**src/rtl/psk_reply_tx.sv**
```systemverilog
module psk_reply_tx #(
  parameter int BYTE_W        = 8,
  parameter int EDGES_PER_BIT = 16
) (
  input  logic              clk,
  input  logic              rst_n,
  input  logic              carrier_in,
  input  logic              start_i,
  input  logic [BYTE_W-1:0] status_i,
  input  logic [BYTE_W-1:0] data_i,
  input  logic              data_last_i,
  input  logic              data_valid_i,
  output logic              data_ready_o,
  output logic              busy_o,
  output logic              load_mod_o
);
  localparam int FR_W   = BYTE_W + 3;
  localparam int CNT_W  = $clog2(EDGES_PER_BIT);
  localparam int LEFT_W = $clog2(FR_W + 1);
  localparam logic [CNT_W-1:0] CNT_LAST = CNT_W'(EDGES_PER_BIT - 1);

  logic              car_q, sub_q, busy_q, run_q, phase_q, data_q, have_q, got_last_q;
  logic [CNT_W-1:0]  ecnt_q;
  logic [FR_W-1:0]   sh_q;
  logic [LEFT_W-1:0] left_q;
  logic [BYTE_W-1:0] stat_q, buf_q;

  wire rise    = carrier_in & ~car_q;
  wire take    = start_i & ~busy_q;
  wire stat_ok = (stat_q == '0);
  assign data_ready_o = busy_q & stat_ok & ~have_q & ~got_last_q;
  wire hs      = data_valid_i & data_ready_o;
  wire bound   = rise & busy_q & (~run_q | (ecnt_q == CNT_LAST));
  wire more    = (left_q != '0);
  wire finish  = ~more & (data_q ? (got_last_q & ~have_q) : ~stat_ok);
  wire nbit    = more ? sh_q[0] : ~have_q;
  wire [FR_W-1:0] frame = {1'b1, ^buf_q, buf_q, 1'b0};

  assign busy_o     = busy_q;
  assign load_mod_o = run_q & (sub_q ^ phase_q);

  always_ff @(posedge clk) begin
    if (!rst_n) begin
      car_q <= 1'b0; sub_q <= 1'b0; busy_q <= 1'b0; run_q <= 1'b0;
      phase_q <= 1'b0; data_q <= 1'b0; have_q <= 1'b0; got_last_q <= 1'b0;
      ecnt_q <= '0; sh_q <= '0; left_q <= '0; stat_q <= '0; buf_q <= '0;
    end else begin
      car_q <= carrier_in;
      if (rise) sub_q <= ~sub_q;
      if (hs) begin
        buf_q      <= data_i;
        have_q     <= 1'b1;
        got_last_q <= data_last_i;
      end
      if (take) begin
        busy_q <= 1'b1; run_q <= 1'b0; phase_q <= 1'b0; ecnt_q <= '0;
        sh_q <= FR_W'(status_i); left_q <= LEFT_W'(BYTE_W);
        data_q <= 1'b0; stat_q <= status_i; got_last_q <= 1'b0; have_q <= 1'b0;
      end else if (busy_q && rise) begin
        if (bound) begin
          if (finish) begin
            busy_q <= 1'b0;
            run_q  <= 1'b0;
          end else begin
            run_q   <= 1'b1;
            ecnt_q  <= '0;
            phase_q <= phase_q ^ nbit;
            if (more) begin
              sh_q   <= sh_q >> 1;
              left_q <= left_q - 1'b1;
            end else if (have_q) begin
              sh_q   <= frame >> 1;
              left_q <= LEFT_W'(FR_W - 1);
              have_q <= 1'b0;
              data_q <= 1'b1;
            end else begin
              data_q <= 1'b1;
            end
          end
        end else begin
          ecnt_q <= ecnt_q + 1'b1;
        end
      end
    end
  end

  AST_SUB_ONLY_ON_RISE: assert property (@(posedge clk) disable iff (!rst_n)
    !rise |=> $stable(sub_q));
  AST_IDLE_QUIET: assert property (@(posedge clk) disable iff (!rst_n)
    !busy_q |-> !load_mod_o);
  AST_PHASE_AT_BOUNDARY: assert property (@(posedge clk) disable iff (!rst_n)
    (!bound && !take) |=> $stable(phase_q));
  AST_NO_DATA_ON_FAULT: assert property (@(posedge clk) disable iff (!rst_n)
    (busy_q && !stat_ok) |=> !have_q);
  AST_BUSY_AFTER_START: assert property (@(posedge clk) disable iff (!rst_n)
    (start_i && !busy_q) |=> busy_q);
  AST_START_IGNORED: assert property (@(posedge clk) disable iff (!rst_n)
    (busy_q && start_i) |=> $stable(stat_q));
endmodule

```
**config.mk**
```make
export PLATFORM = sky130hd
export DESIGN_NAME = psk_reply_tx
export DESIGN_NICKNAME = d
export VERILOG_FILES = /design/src/rtl/psk_reply_tx.sv
export SDC_FILE = /design/constraint.sdc
export NUM_CORES = 1
export LEC_CHECK = 0
export BUFFER_PORTS_ARGS = -buffer_cell sky130_fd_sc_hd__buf_2
export CAP_MARGIN = 20
export CORE_UTILIZATION = 61
export CTS_CLUSTER_DIAMETER = 150
export CTS_CLUSTER_SIZE = 24
export DETAILED_ROUTE_END_ITERATION = 7
export GPL_ROUTABILITY_DRIVEN = 0
export PLACE_DENSITY = 0.83
export REMOVE_ABC_BUFFERS = 1
export SETUP_SLACK_MARGIN = 0.3
export SYNTH_ARGS = -nofsm -noshare
export SYNTH_HDL_FRONTEND = slang
export SYNTH_SLANG_ARGS = --single-unit
```
**constraint.sdc**
```tcl
create_clock -name clk -period 4.3 [get_ports clk]
set_clock_uncertainty 0.05 [all_clocks]
set_input_delay 0.86 -clock clk [delete_from_list [all_inputs] [get_ports clk]]
set_output_delay 0.86 -clock clk [all_outputs]
set_load 0.05 [all_outputs]
```
======== Word-level counts from Yosys, hierarchy flattened ========
Cells that the tools add are included.
cells by class
  $add $sub $neg .......................... 2
  multipliers ............................. 0
  div/mod/pow operators ................... 0
  order comparisons ....................... 0
  equal/unequal tests ..................... 3
  shifts and indexed selects .............. 0
  mux-type cells .......................... 27
  bitwise operators ....................... 24
  reductions and logical operators ........ 17
operators with widths
  kind                 number
  $mux 4               8
  $mux 8               4
  $mux 11              2
  $mux 1               13
  $reduce_and 4->1     3
  $and 1x1->1          11
  $not 1->1            10
  $logic_not 8->1      1
  $reduce_bool 2->1    4
  $reduce_xor 8->1     1
  $reduce_and 3->1     2
  $add 4x1->4 const B  1
  $eq 4x4->1 const B   1
  $ne 2x2->1 const B   2
  $reduce_and 2->1     2
  $reduce_bool 4->1    1
  $sub 4x1->4 const B  1
  $reduce_bool 3->1    1
  $reduce_or 2->1      1
  $xor 1x1->1          2
  $logic_and 1x1->1    1
  $or 1x1->1           1
storage, ports and cells
  bits in registers ....................... 43
  latch bits .............................. 0
  RAM bits ................................ 0
  bits in read-only memories .............. 0
  output and inout bits ................... 3
  word-level logic and storage cells ...... 88
  memories kept ........................... 0

======== Longest topological paths before layout ========
  depth in word-level cells ............... 11
  gate-level depth with buffers ........... 9

======== Worst setup path after synthesis ========
Ideal clock, no wire load.
  kind .................................... flip-flop to output port
  from .................................... reg busy_q, in the netlist busy_o
  to ...................................... out data_ready_o
  arrival ................................. 1893 ps
  path slack .............................. 1497 ps
  stages on the path, launching flop included .. 3
  buffers on the path ..................... 0
  cells stage by stage .................... dfxtp_1 > nand2b_1 > nor3_1
on the way
  cells in the longest elaborated chain, start to end .. 3
RTL lines
  what                       RTL line  source
  start: declaration         22        logic car_q, sub_q, busy_q, run_q, phase_q, data_q, have_q, got_last_q;
  start signal: assignment   44        car_q <= 1'b0; sub_q <= 1'b0; busy_q <= 1'b0; run_q <= 1'b0;
  start signal: assignment   56        busy_q <= 1'b1; run_q <= 1'b0; phase_q <= 1'b0; ecnt_q <= '0;
  start signal: assignment   62        busy_q <= 1'b0;
  $and 1x1->1 (3 in series)  31        assign data_ready_o = busy_q & stat_ok & ~have_q & ~got_last_q;
  end: declaration           13        output logic data_ready_o,
Every way passes these cells.

======== Worst setup path in the final report ========
  from .................................... reg stat_q[7]
  to ...................................... out data_ready_o
on the way
  cells in the longest elaborated chain, start to end .. 4
RTL lines
  what                       RTL line  source
  start: declaration         26        logic [BYTE_W-1:0] stat_q, buf_q;
  start signal: assignment   46        ecnt_q <= '0; sh_q <= '0; left_q <= '0; stat_q <= '0; buf_q <= '0;
  start signal: assignment   58        data_q <= 1'b0; stat_q <= status_i; got_last_q <= 1'b0; have_q <= 1'b0;
  $logic_not 8->1            30        wire stat_ok = (stat_q == '0);
  $and 1x1->1 (3 in series)  31
Every way passes these cells.

==> run summary <==
RUN STATUS
----------------------------------------------------------------------------------------
Run status                                                                  finished, final reports clean

FLOORPLAN
----------------------------------------------------------------------------------------
Area enclosed by the die boundary                                              3670 um^2
Die span in x                                                                    60.6 um
Number of placement rows                                                              20
Placeable Area                                                                 3150 um^2
Number of ports placed on the die boundary                                            25
Starting density of the core                                                       0.663
Die Y                                                                            60.6 um

GLOBAL ROUTING
----------------------------------------------------------------------------------------
Number of antenna violations at the first check in global routing                      0
Largest net degree at the start of global routing                                     39
Vias in the first global route                                                      1551
Global-route congestion overflow total                                                 0
Total routing usage reported by global routing                                     0.250
Global-route wire length before repair                                           6.70 mm

CLOCKING
----------------------------------------------------------------------------------------
Hold-fix buffer count after cts                                                        0
Number of instances resized during post-cts repair                                     0
Sink count of the clock tree                                                          42
Postcts setup bufs                                                                     0
# H-tree levels                                                                        2
Clk pin slew, worst setup/hold paths                                             0.12 ns
Buffer type at the clock tree root                                          sky130_fd_sc_hd__clkbuf_4
Clock tree buffer depth                                                                2
Number of buffers inserted during clock tree synthesis                                 5
TritonCTS clock tree                                                                done
Clk Latency, worst-skew pair                                                     0.36 ns

SETUP PATH
----------------------------------------------------------------------------------------
Worst path buffer plus inverter count                                                  1
Crit. path cell count                                                                  4
Setup Crit Path Kind                                                          reg -> out
Start of the worst register-to-register path                                   left_q[1]
Launching instance or port of the critical path                                stat_q[7]
Kind of start point of the critical path                                       flip-flop
Setup slack on the worst flop-to-flop path                                       1.77 ns
Endpoint class of the critical path                                          output port
Data arrival time of the critical path                                           1.76 ns
Ordered cell list for the critical path                                     nor4_4, nand2_1, nor3_1, buf_2
Crit path max-delay family                                                  simple AND/OR/NAND/NOR gates
Largest stage delay, worst path                                                  0.42 ns
Largest fanout on the critical path                                                    4
Data required time of the worst path                                             3.39 ns
Cell count of the worst reg-to-reg path                                                7
End point of the critical path                                              data_ready_o
Cell with the largest stage delay on the worst path                         sky130_fd_sc_hd__nor4_4
Endpoint of the worst register-to-register path                                  sh_q[3]

SYNTH
----------------------------------------------------------------------------------------
Most instantiated flip-flop cell in the synthesis netlist                   sky130_fd_sc_hd__dfxtp_1
Unique cell type count in the Yosys netlist                                           46
Number of enable flip-flop cells after synthesis                                       0
Post-synth top area cell                                                    sky130_fd_sc_hd__dfxtp_1
Synthesized netlist cell count                                                       231
Share of synthesized flip-flops with an asynchronous set or reset                      0
Largest cells by area after synthesis                                       sky130_fd_sc_hd__dfxtp_1 (40%), sky130_fd_sc_hd__mux2i_1 (7.7%), sky130_fd_sc_hd__nand2_1 (4.8%)
Proportion of synthesized chip area in sequential cells                            0.402
Avg Cell Area, Syn                                                             9.06 um^2
Fraction of synthesized cell area taken by the top area cell type                  0.402
Syn. warnings                                                                          0
Synth Register Bits                                                                   42
Netlist Area Pre-Place                                                         2090 um^2

FINISH
----------------------------------------------------------------------------------------
Most frequent cells in the layout                                           sky130_fd_sc_hd__dfxtp_1 (42), sky130_fd_sc_hd__nand2_1 (27), sky130_fd_sc_hd__buf_2 (24)
Most frequent standard cell in the layout excluding fill and tap cells      sky130_fd_sc_hd__dfxtp_1
Area delta synth->final                                                            9.03%
Post-route cell area                                                           2280 um^2
Post-layout nets                                                                     277
Share of final-layout standard cells stronger than drive strength 1                0.186
Multi-input gate area                                                          1180 um^2
Final-layout fill cell count                                                         272
Area taken by flip-flops and latches                                            841 um^2
Antenna Diode Count                                                                    0

JOB
----------------------------------------------------------------------------------------
Max capacitance violation total                                                        0

ROUTING
----------------------------------------------------------------------------------------
DRC violation count after routing                                                      0
First-pass iteration count of the detailed router                                      4
Routed vias                                                                         1697
Remaining number of nets flagged by the antenna check after routing                    0
Average wire length per cell after detail routing                                13.8 um
Vias per inst                                                                       5.71
Iter 0 DRT Violations                                                                 54
Routed WL                                                                        4.10 mm

STA
----------------------------------------------------------------------------------------
Post-layout min period                                                           2.67 ns
Fin crit share                                                                     0.622
Actual transition at the worst max-transition pin                                1.08 ns
Highest achievable clock rate                                                    374 MHz
Hold Fails Final Rpt                                                                   0
RSZ-0062 raised after global routing                                               false
Fin Setup TNS                                                                       0 ns
Pins over their slew limit                                                             0
Max transition margin                                                              0.280
Final setup violation count                                                            0

MIN PATH
----------------------------------------------------------------------------------------
Worst min-delay path category                                                 reg -> reg

PLACE
----------------------------------------------------------------------------------------
Port bufs                                                                             24
Placed cell areas                                                              2220 um^2
Total half-perimeter wirelength after legalization and detailed placement        2.99 mm

POWER AND IR DROP
----------------------------------------------------------------------------------------
Leakage power total                                                             0.932 nW
Post-route total power                                                          0.759 mW
VDD IR-drop max                                                                 0.255 mV
Power density over the cells                                                 333 nW/um^2

[power breakdown]
| part | internal, mW | switching (mW) |
|---|---|---|
| Combinational | 0.0549 | 0.0778 |
| Clock | 0.0794 | 0.126 |
| Sequential | 0.405 | 0.0155 |
| Total | 0.539 | 0.220 |
[cell families after synthesis]
logic type | after synthesis | share of synthesized area
simple gates | 82 | 0.220
compound gates | 61 | 0.203
flops | 42 | 0.402
buf+inv | 16 | 0.0347
mux | 16 | 0.0766
xor+xnor | 11 | 0.0461
fa+ha+maj | 3 | 0.0179
[final cells by class]
type,instances,share of cell area
Timing Repair Buffer,25,0.0560
Clock inverter,1,0.00219
Clock buffer,7,0.0241
Multi-Input combinational cell,173,0.517
Sequential cell,42,0.369
Inverter,5,0.00823
Tap cell,44,0.0241
[sequential cells by signal, indices dropped and copies added (netlist names), 4 cells and up]
| register | count |
|---|---|
| sh_q | 10 |
| buf_q | 8 |
| stat_q | 8 |
| ecnt_q | 4 |
| left_q | 4 |
[synthesized netlist by cell type (all sizes together) (2+ instances only)]
| cell type | instances |
|---|---|
| a21oi | 10 |
| nor2 | 10 |
| clkbuf | 7 |
| mux2i | 16 |
| ha | 3 |
| nor4 | 5 |
| o311a | 2 |
| nand3 | 11 |
| nand3b | 2 |
| a211oi | 2 |
| xor2 | 2 |
| o21ai | 25 |
| xnor2 | 9 |
| a211o | 2 |
| buf | 4 |
| nor2b | 9 |
| or3 | 2 |
| nand2 | 27 |
| dfxtp | 42 |
| o31a | 2 |
| a22oi | 3 |
| o21a | 2 |
| a21boi | 8 |
| inv | 5 |
| nand2b | 4 |
| and2 | 5 |
[layer usage]
layer | GRT usage | vias up | wire length (um)
li1 | - | 863 | -
met1 | 0.305 | 796 | 1930
met2 | 0.433 | 34 | 1940
met3 | 0.0768 | 4 | 201
met4 | 0.0552 | 0 | 31
met5 | 0 | - | 0
[worst min-delay path by stage]
stage               startpoint  slack (ns)  depth (start not counted)  endpoint
CTS                    sh_q[5]        0.42                          2   sh_q[5]
global route           sh_q[1]        0.45                          2   sh_q[1]
detailed placement     sh_q[5]        0.41                          2   sh_q[5]
global placement       sh_q[6]        0.40                          2   sh_q[6]
finish                 sh_q[5]        0.42                          2   sh_q[5]
floorplan              sh_q[8]        0.39                          2   sh_q[8]
[through the flow]
| step | util | hold slack, ns | instances | worst slack, ns |
|---|---|---|---|---|
| 6_report | 0.723 | 0.420 | 297 | 1.63 |
| 2_1_floorplan | - | 0.386 | 220 | 1.50 |
| 5_1_grt | 0.723 | 0.446 | 297 | 1.54 |
| 3_3_place_gp | 0.704 | 0.395 | 289 | 1.87 |
| 3_5_place_dp | 0.704 | 0.405 | 289 | 1.80 |
| 4_1_cts | 0.723 | 0.422 | 297 | 1.62 |
[worst reg2reg max path, delay by kind of cell (launching register included)]
family	cells	cell delay [ns]
compound gates	3	1.03
simple gates	2	0.75
fa+ha+maj	1	0.19
flops	1	0.35
buf+inv	1	0.09
(Power assumes the default switching activity.)
